--- src/rtl/e3am_pkg.sv ---
package e3am_pkg;
  localparam logic [7:0] ADDR_STATUS = 8'h11;
  localparam logic [7:0] ADDR_FLAGS  = 8'h14;
  localparam int         ST_LOS_POS  = 4;
  localparam int         ST_AIS_POS  = 3;
  localparam int         ALM_AIS     = 0;
  localparam int         ALM_LOS     = 1;
  localparam int         NUM_ALM     = 2;

  typedef struct packed {
    logic los;
    logic ais;
  } alarm_t;
endpackage

--- src/rtl/e3am_los_det.sv ---
module e3am_los_det #(
  parameter int SET_RUN   = 32,
  parameter int BREAK_RUN = 4,
  parameter int CLR_WIN   = 32
) (
  input  logic clk,
  input  logic rst_n,
  input  logic rx_vld,
  input  logic rx_bit,
  output logic los,
  output logic los_chg
);
  localparam int RW = $clog2(SET_RUN + 1);
  localparam int WW = $clog2(CLR_WIN + 1);

  logic [RW-1:0] zrun_q, zrun_nx;
  logic [WW-1:0] win_q, win_nx;
  logic          set_c, clr_c;

  always_comb begin
    if (rx_bit)                        zrun_nx = '0;
    else if (zrun_q == RW'(SET_RUN))   zrun_nx = zrun_q;
    else                               zrun_nx = zrun_q + RW'(1);
    if (zrun_nx >= RW'(BREAK_RUN))     win_nx = '0;
    else if (win_q == WW'(CLR_WIN))    win_nx = win_q;
    else                               win_nx = win_q + WW'(1);
    set_c = rx_vld && !los && (zrun_nx == RW'(SET_RUN));
    clr_c = rx_vld && los && (win_nx == WW'(CLR_WIN));
  end

  always_ff @(posedge clk or negedge rst_n) begin
    if (!rst_n) begin
      zrun_q  <= '0;
      win_q   <= '0;
      los     <= 1'b1;
      los_chg <= 1'b0;
    end else begin
      if (rx_vld) begin
        zrun_q <= zrun_nx;
        win_q  <= win_nx;
      end
      if (set_c)      los <= 1'b1;
      else if (clr_c) los <= 1'b0;
      los_chg <= set_c | clr_c;
    end
  end

  AST_LOS_RISE_ON_ZERO: assert property (@(posedge clk) disable iff (!rst_n)
    $rose(los) |-> $past(rx_vld && !rx_bit));
  AST_LOS_IDLE_HOLD: assert property (@(posedge clk) disable iff (!rst_n)
    !rx_vld |=> $stable(los));
  AST_LOS_CHG_MARK: assert property (@(posedge clk) disable iff (!rst_n)
    ($rose(los) || $fell(los)) |-> los_chg);
endmodule

--- src/rtl/e3am_ais_det.sv ---
module e3am_ais_det #(
  parameter int MAX_ZEROS = 7,
  parameter int FRAMES    = 2
) (
  input  logic clk,
  input  logic rst_n,
  input  logic rx_vld,
  input  logic rx_bit,
  input  logic rx_frm_start,
  output logic ais,
  output logic ais_chg
);
  localparam int CW  = $clog2(MAX_ZEROS + 2);
  localparam int FW  = $clog2(FRAMES + 1);
  localparam int SAT = MAX_ZEROS + 1;

  logic [CW-1:0] zcnt_q;
  logic [FW-1:0] lowc_q, lowc_nx;
  logic          have_q, judge, low, set_c, clr_c;

  always_comb begin
    judge = rx_vld && rx_frm_start && have_q;
    low   = (zcnt_q <= CW'(MAX_ZEROS));
    if (!low)                        lowc_nx = '0;
    else if (lowc_q == FW'(FRAMES))  lowc_nx = lowc_q;
    else                             lowc_nx = lowc_q + FW'(1);
    set_c = judge && low && !ais && (lowc_nx == FW'(FRAMES));
    clr_c = judge && !low && ais;
  end

  always_ff @(posedge clk or negedge rst_n) begin
    if (!rst_n) begin
      zcnt_q  <= '0;
      lowc_q  <= '0;
      have_q  <= 1'b0;
      ais     <= 1'b0;
      ais_chg <= 1'b0;
    end else begin
      if (rx_vld) begin
        if (rx_frm_start) begin
          have_q <= 1'b1;
          zcnt_q <= rx_bit ? CW'(0) : CW'(1);
        end else if (!rx_bit && zcnt_q != CW'(SAT)) begin
          zcnt_q <= zcnt_q + CW'(1);
        end
      end
      if (judge) lowc_q <= lowc_nx;
      if (set_c)      ais <= 1'b1;
      else if (clr_c) ais <= 1'b0;
      ais_chg <= set_c | clr_c;
    end
  end

  AST_AIS_FRAME_ONLY: assert property (@(posedge clk) disable iff (!rst_n)
    !(rx_vld && rx_frm_start) |=> $stable(ais));
  AST_AIS_CHG_MARK: assert property (@(posedge clk) disable iff (!rst_n)
    ($rose(ais) || $fell(ais)) |-> ais_chg);
endmodule

--- src/rtl/e3am_regs.sv ---
module e3am_regs
  import e3am_pkg::*;
(
  input  logic                 clk,
  input  logic                 rst_n,
  input  alarm_t               state,
  input  logic [NUM_ALM-1:0]   chg,
  input  logic [NUM_ALM-1:0]   en,
  input  logic                 rd_en,
  input  logic [7:0]           rd_addr,
  output logic [7:0]           rd_data,
  output logic                 irq
);
  logic               rd_flags;
  logic [NUM_ALM-1:0] flag;

  assign rd_flags = rd_en && (rd_addr == ADDR_FLAGS);

  for (genvar g = 0; g < NUM_ALM; g++) begin : g_flag
    logic flag_q;
    always_ff @(posedge clk or negedge rst_n) begin
      if (!rst_n) flag_q <= 1'b0;
      else        flag_q <= chg[g] | (flag_q & ~rd_flags);
    end
    assign flag[g] = flag_q;
  end

  always_comb begin
    rd_data = 8'h00;
    if (rd_en) begin
      case (rd_addr)
        ADDR_STATUS: begin
          rd_data[ST_LOS_POS] = state.los;
          rd_data[ST_AIS_POS] = state.ais;
        end
        ADDR_FLAGS: rd_data[NUM_ALM-1:0] = flag;
        default: rd_data = 8'h00;
      endcase
    end
  end

  assign irq = |(flag & en);

  AST_LOS_FLAG_SET: assert property (@(posedge clk) disable iff (!rst_n)
    chg[ALM_LOS] |=> flag[ALM_LOS]);
  AST_AIS_FLAG_SET: assert property (@(posedge clk) disable iff (!rst_n)
    chg[ALM_AIS] |=> flag[ALM_AIS]);
  AST_READ_CLEARS: assert property (@(posedge clk) disable iff (!rst_n)
    (rd_flags && chg == '0) |=> (flag == '0));
endmodule

--- src/rtl/e3_alarm_mon.sv ---
module e3_alarm_mon
  import e3am_pkg::*;
#(
  parameter int LOS_SET_RUN   = 32,
  parameter int LOS_BREAK_RUN = 4,
  parameter int LOS_CLR_WIN   = 32,
  parameter int AIS_MAX_ZEROS = 7,
  parameter int AIS_FRAMES    = 2
) (
  input  logic       clk,
  input  logic       rst_n,
  input  logic       rx_vld,
  input  logic       rx_bit,
  input  logic       rx_frm_start,
  input  logic       rd_en,
  input  logic [7:0] rd_addr,
  input  logic       irq_en_los,
  input  logic       irq_en_ais,
  output logic [7:0] rd_data,
  output logic       los_out,
  output logic       irq
);
  alarm_t             st;
  logic [NUM_ALM-1:0] chg, en;

  e3am_los_det #(
    .SET_RUN  (LOS_SET_RUN),
    .BREAK_RUN(LOS_BREAK_RUN),
    .CLR_WIN  (LOS_CLR_WIN)
  ) u_los (
    .clk(clk), .rst_n(rst_n), .rx_vld(rx_vld), .rx_bit(rx_bit),
    .los(st.los), .los_chg(chg[ALM_LOS])
  );

  e3am_ais_det #(
    .MAX_ZEROS(AIS_MAX_ZEROS),
    .FRAMES   (AIS_FRAMES)
  ) u_ais (
    .clk(clk), .rst_n(rst_n), .rx_vld(rx_vld), .rx_bit(rx_bit),
    .rx_frm_start(rx_frm_start), .ais(st.ais), .ais_chg(chg[ALM_AIS])
  );

  assign en[ALM_LOS] = irq_en_los;
  assign en[ALM_AIS] = irq_en_ais;

  e3am_regs u_regs (
    .clk(clk), .rst_n(rst_n), .state(st), .chg(chg), .en(en),
    .rd_en(rd_en), .rd_addr(rd_addr), .rd_data(rd_data), .irq(irq)
  );

  assign los_out = st.los;

  AST_PIN_AFTER_RESET: assert property (@(posedge clk) disable iff (!rst_n)
    $rose(rst_n) |-> los_out);
endmodule

--- config.mk ---
export PLATFORM = sky130hd
export DESIGN_NAME = e3_alarm_mon
export DESIGN_NICKNAME = d
export VERILOG_FILES = /design/src/rtl/e3am_pkg.sv /design/src/rtl/e3am_los_det.sv /design/src/rtl/e3am_ais_det.sv /design/src/rtl/e3am_regs.sv /design/src/rtl/e3_alarm_mon.sv
export SDC_FILE = /design/constraint.sdc
export NUM_CORES = 1
export LEC_CHECK = 0
export BUFFER_PORTS_ARGS = -buffer_cell sky130_fd_sc_hd__buf_2
export CAP_MARGIN = 20
export CORE_ASPECT_RATIO = 0.8
export CORE_MARGIN = 2
export CORE_UTILIZATION = 30
export DETAILED_ROUTE_END_ITERATION = 10
export GPL_TIMING_DRIVEN = 0
export SLEW_MARGIN = 20
export SYNTH_ARGS = -nofsm -noshare
export SYNTH_HDL_FRONTEND = slang
export SYNTH_HIERARCHICAL = 1
export SYNTH_SLANG_ARGS = --single-unit
--- constraint.sdc ---
create_clock -name clk -period 2.3 [get_ports clk]
set_input_delay 0.46 -clock clk [delete_from_list [all_inputs] [get_ports clk]]
set_output_delay 0.46 -clock clk [all_outputs]
set_load 0.1 [all_outputs]
==> results.cfg, run 1 <==
[yosys]
synth_cell_types = 51
synth_edf_count = 0
syn_avg_cell_area_um2 = 8.69
synth_area_um2 = 1650
yosysSeqAreaShare = 0.380
ys_ff_latch = 25
netlist_instances = 190
synth_warnings = 6
ys_async_sr_fraction = 1.00
ys.flop_type = dfrtp_1

[power_and_ir_drop]
power_uw = 1410
p_leak_uw = 0.000875
p_per_area_nw_per_um2 = 717
vdd_drop_max_mv = 0.241

[timing]
holdWs_ns = 0.167
hold_viol = 0
skew_ns = 0.00330
fmax_mhz = 449
setup_viol = 0
tightestPinTransition_ns = 0.575
fin_crit_sh = 0.967
relSlewSlack = 0.617
fin_crit_ns = 2.22
rsz0062_at_grt = false
slew_viol_final = 0

[clock_network]
postCtsSetupBuffers = 0
cts_sinks = 25
hold_buffers = 0
root_buffer = clkbuf_8
clkTransAtPathRegs_ns = 0.09
clockBufferDepth = 2
numCtsBuffers = 3
clock_latency_ns = 0.28
cts.htree.levels = 1
cts_tree = yes
ctsResizeCount = 4

[worst_setup_path]
worstRegToRegCells = 7
rrSetupSlack_ns = 0.40
crit_path_start = rd_addr[6]
start_kind = input port
critPathArrivalTime_ns = 1.76
critPathMaxStageDelay_ns = 0.61
worstSetupEndpointType = output port
crit_path_max_fanout = 4
cpMaxStageDelayCell = or4b_4
path_cells = buf_2, or4b_4, nor4_4, buf_4
worst_r2r_startpoint = u_los/win_q[0]$_DFFE_PN0P_
crit_end = rd_data[4]
required_ns = 1.84
worst-setup-path-type = in2out
reg2reg_to = u_los/los$_DFFE_PN1P_

[cells_and_area]
syn_to_final_growth_pct = 19.2
fin_area_um2 = 1970
layout_common_cells = dfrtp_1, inv_1, buf_2
antenna_cells = 0
postLayoutCoreUtil = 0.366
drive_above_1_share = 0.193
final_common_cell = dfrtp_1
final_nets = 242

[routing]
avgRoutedWirePerCell_um = 12.5
dr_total_vias = 1472
via_per_inst = 5.20
drt-initial-drc-count = 86
drc = 0
detail-route-antenna-nets = 0
dr.pass1.iters = 5
drt_wl_total_um = 3540

[place]
port_buffers = 21
dp.final_hpwl_um = 2620
placed_cell_area_um2 = 1910
place_congestion = 0.813

[grt]
grt_usage = 0.123
antenna_found_initial = 0
grt_pass1_vias = 1303
grt.overflow.total = 0
grt_start_max_net_pins = 26
grt_pass1_wl_um = 6070

[floorplanning]
die_w_um = 87.0
placementRows = 24
coreArea_um2 = 5380
die_area_um2 = 6120
start_util = 0.307
die_y_um = 70.4
pin_count = 26

[worst_hold_path]
hp-class = in2async

[run]
maxCapViolations = 0

[status]
outcome = complete, no violations
-- metrics by stage --
stage / instances / setup slack, ns / setup TNS (ns)
final: 283 / 0.0752 / 0
after global routing: 283 / 0.0274 / 0
after CTS: 283 / 0.0593 / 0
after detailed placement: 279 / -0.0666 / -0.247
after global placement: 279 / -0.0578 / -0.228
after floorplan: 193 / -0.331 / -1.33
-- layer usage --
| layer | GRT usage | share of wire |
|---|---|---|
| met1 | 0.174 | 0.51 |
| met2 | 0.187 | 0.43 |
| met3 | 0.0343 | 0.058 |
| met4 | 0.0260 | 0.0076 |
| met5 | 0 | 0 |
-- power breakdown --
part | switching [uW] | internal, uW
Combinational | 327 | 210
Sequential | 71.2 | 528
Clock | 153 | 123
-- synth_stat cells (all sizes together) (4+ instances only) --
cell	n	area share
nor4	5	0.019
ha	7	0.053
dfrtp	24	0.36
buf	7	0.029
nand2	15	0.034
a31oi	5	0.019
a21oi	5	0.015
nor2	8	0.018
o21ai	13	0.039
nand3b	4	0.020
nor3	6	0.018
o31ai	4	0.018
nor3b	4	0.018
clkbuf	4	0.0091
inv	21	0.048
nand3	11	0.033
-- registers in the layout, summed over array words and instances, names as in the netlist, 2 cells and up --
name,flops
u_regs/g_flag.flag_q,2
u_ais/zcnt_q,4
u_los/win_q,6
u_ais/lowc_q,2
u_los/zrun_q,6
-- area by class of cell --
cell class,instances,area (um^2)
fillers,555,3410
multi-input cells,136,955
flip-flops and latches,25,627
repair buffers,21,115
well taps,65,81.3
inverters,21,78.8
plain buffers,11,62.6
clock buffers,3,41.3
clock inverters,1,7.51
-- worst max-delay path: cells and delay by family --
kind,cells,cell delay [ns]
buffers and inverters,2,0.42
AND/OR/NAND/NOR,2,0.88
-- logic make-up after synthesis --
group                      after synthesis  share of synthesized area
AOI/OAI and AO/OA                       47                      0.195
xor gates and xnor gates                 3                     0.0159
buffers and inverters                   32                     0.0856
muxes                                    2                     0.0121
adders and majority gates                7                     0.0530
other                                    1                    0.00227
DFF                                     25                      0.380
and+or+nand+nor                         73                      0.256
-- worst min path at each step --
stage	to	slack, ns
5_1_grt	u_ais/zcnt_q[3]$_DFFE_PN0P_	0.22
6_report	u_ais/lowc_q[0]$_DFFE_PN0N_	0.17
4_1_cts	u_ais/lowc_q[0]$_DFFE_PN0N_	0.19
2_1_floorplan	u_ais/ais$_DFFE_PN0P_	0.16
3_3_place_gp	u_ais/have_q$_DFFE_PN0N_	0.45
3_5_place_dp	u_ais/have_q$_DFFE_PN0N_	0.45
Note: power is estimated with default switching activity, not from simulation.
==> inputs of run 2 (changes only) <==
Settings changed: GPL_ROUTABILITY_DRIVEN set to 0, SYNTH_HIERARCHICAL 1 to unset.
==> run 2 against run 1 <==
Net effect:
- first-iteration DRC count grew 23%
- utilization is essentially flat
- synthesized cell count shrank 8.4%
- register-to-register slack lost 0.18 ns
- critical path type unchanged
- sequential power grew 13%
- critical endpoint is now rd_data[0]
- final area shrank 4.6%
- synthesized area shrank 1.8%
- critical path depth grew 2
==> results.cfg, run 2 <==
[power_and_ir_drop]
p_per_area_nw_per_um2 = 869
vdd_drop_max_mv = 0.359
p_leak_uw = 0.000843

[place]
dp_cells = 259
dp.final_hpwl_um = 2410
placed_cell_area_um2 = 1810
port_buffers = 20

[cells_and_area]
multiInputGateArea_um2 = 902
n_fill_cell = 516
fin_area_um2 = 1880
final_common_cell = dfrtp_1
final_nets = 225
layout_common_cells = dfrtp_1, buf_2, inv_1
drive_above_1_share = 0.224
antenna_cells = 0
syn_to_final_growth_pct = 15.8
final_cells = 263
seqCellArea_um2 = 627
reg_top3 = u_los.win_q (6), u_los.zrun_q (6), u_ais.zcnt_q (4)

[routing]
drt_wl_total_um = 3290
detail-route-antenna-nets = 0
drc = 0
dr_total_vias = 1319
drt-initial-drc-count = 106
avgRoutedWirePerCell_um = 12.5
via_per_inst = 5.02
dr.pass1.iters = 4

[floorplanning]
start_util = 0.317
die_y_um = 69.8
placementRows = 23
die_w_um = 86.2
pin_count = 26
coreArea_um2 = 5120
die_area_um2 = 6010

[yosys]
yosysTopAreaCell = dfrtp_1
ys_async_sr_fraction = 1.00
ys.flop_type = dfrtp_1
yosysTopAreaCellShare = 0.370
yosysSeqAreaShare = 0.387
synth_common_cells = dfrtp_1, inv_1, nand2_1, o21ai_0, nor2_1
synth_edf_count = 0
synth_warnings = 0
ys_ff_latch = 25
syn_avg_cell_area_um2 = 9.32
synth_cell_types = 53
ys_top_cells_by_area = dfrtp_1, ha_1, o21ai_0
synth_area_um2 = 1620
netlist_instances = 174
synthMostInstantiatedCell = dfrtp_1

[clock_network]
clock_latency_ns = 0.27
clkTransAtPathRegs_ns = 0.10
numCtsBuffers = 3
cts_tree = yes
clockBufferDepth = 2
cts.htree.levels = 1
cts_sinks = 25
root_buffer = clkbuf_8

[worst_setup_path]
worstSetupEndpointType = output port
crit_path_start = rd_addr[1]
required_ns = 1.84
crit_path_max_fanout = 3
critPathArrivalTime_ns = 1.73
worst_r2r_startpoint = u_los.zrun_q[1]$_DFFE_PN0P_
start_kind = input port
worst-setup-path-type = in2out

[timing]
fmax_mhz = 458
slew_viol_final = 0
setup_viol = 0
fin_crit_sh = 0.950
hold_viol = 0
rsz0062_at_grt = false
fin_tns_setup_ns = 0
fin_crit_ns = 2.19
tightestPinTransition_ns = 0.539
skew_ns = 0.00598
relSlewSlack = 0.631

[status]
outcome = complete, no violations

[run]
maxCapViolations = 0

[worst_hold_path]
hp-class = in2async

[grt]
antenna_found_initial = 0
grt_pass1_wl_um = 5700
grt_usage = 0.114
grt_start_max_net_pins = 26
grt_pass1_vias = 1255
grt.overflow.total = 0
[run 2: cell types whose count changed after synthesis, sizes merged, moves of 3 or more]
| cell | before | now |
|---|---|---|
| nand3b | 4 | 1 |
| a31oi | 5 | 1 |
| nand3 | 11 | 8 |
| inv | 21 | 13 |
| nor3 | 6 | 3 |
| or4 | 0 | 3 |
| and3 | 1 | 4 |
| o22ai | 0 | 5 |
| a21o | 2 | 6 |
| nand2 | 15 | 10 |
| and2 | 0 | 4 |
| o31ai | 4 | 1 |
| nor4 | 5 | 1 |
[run 2: repair_timing]
action	4_1_cts	5_1_grt
hold buffers	0	0
endpoints found under the setup margin	4	0
setup buffers	0	0
resized for setup	5	0
[run 2: layout make-up]
type / count / area share
clock inverter: 1 / 0.00400
tap: 62 / 0.0413
buffer: 11 / 0.0340
inverter: 13 / 0.0260
sequential: 25 / 0.334
multi-input combinational: 128 / 0.480
timing repair buffer: 20 / 0.0586
clock buffer: 3 / 0.0220
[run 2: logic make-up after synthesis]
family                     Yosys count  share of synthesized area
buffers and inverters               24                     0.0694
adders and majority gates            7                     0.0540
DFF                                 25                      0.387
xor gates and xnor gates             2                     0.0108
other                                1                    0.00231
and+or+nand+nor                     62                      0.226
muxes                                4                     0.0262
AOI/OAI and AO/OA                   49                      0.225
[run 2: final timing paths]
| path | slack (ns) | end | cells after the start |
|---|---|---|---|
| min | 0.17 | u_los.zrun_q[2]$_DFFE_PN0P_ | 1 |
| max reg2reg | 0.22 | u_los.los$_DFFE_PN1P_ | 6 |
| min in group clk | 0.43 | u_regs.g_flag[0].flag_q$_DFF_PN0_ | 1 |
| max in group asynchronous | 1.76 | u_los.win_q[1]$_DFFE_PN0P_ | 1 |
| min reg2reg | 0.43 | u_regs.g_flag[0].flag_q$_DFF_PN0_ | 1 |
| max | 0.11 | rd_data[0] | 6 |
[run 2: power by group]
part           internal (uW)  switching [uW]
Clock                    123             147
Sequential               561             119
Combinational            268             415
Total                    951             681
[run 2: routing by layer]
metal  wire length [um]  GRT usage  part of all wire
met5                  0          0                 0
met4                 18     0.0156            0.0055
met3                179     0.0250             0.054
met1               1700      0.168              0.52
met2               1380      0.175              0.42
[run 2: worst max-delay path: stages]
cell	delay, ns
buf_2	0.10
nor4b_1	0.30
nand3_1	0.17
nor3b_1	0.25
and2_2	0.17
buf_4	0.28
[run 2: per-stage QoR]
step | setup WS (ns) | hold WS [ns] | power [uW] | utilization
2_1_floorplan | 0.000496 | 0.164 | 1230 | -
3_3_place_gp | -0.122 | 0.409 | 1360 | 0.354
3_5_place_dp | -0.134 | 0.417 | 1370 | 0.354
4_1_cts | 0.0877 | 0.199 | 1650 | 0.367
5_1_grt | 0.0125 | 0.216 | 1770 | 0.367
6_report | 0.115 | 0.166 | 1630 | 0.367
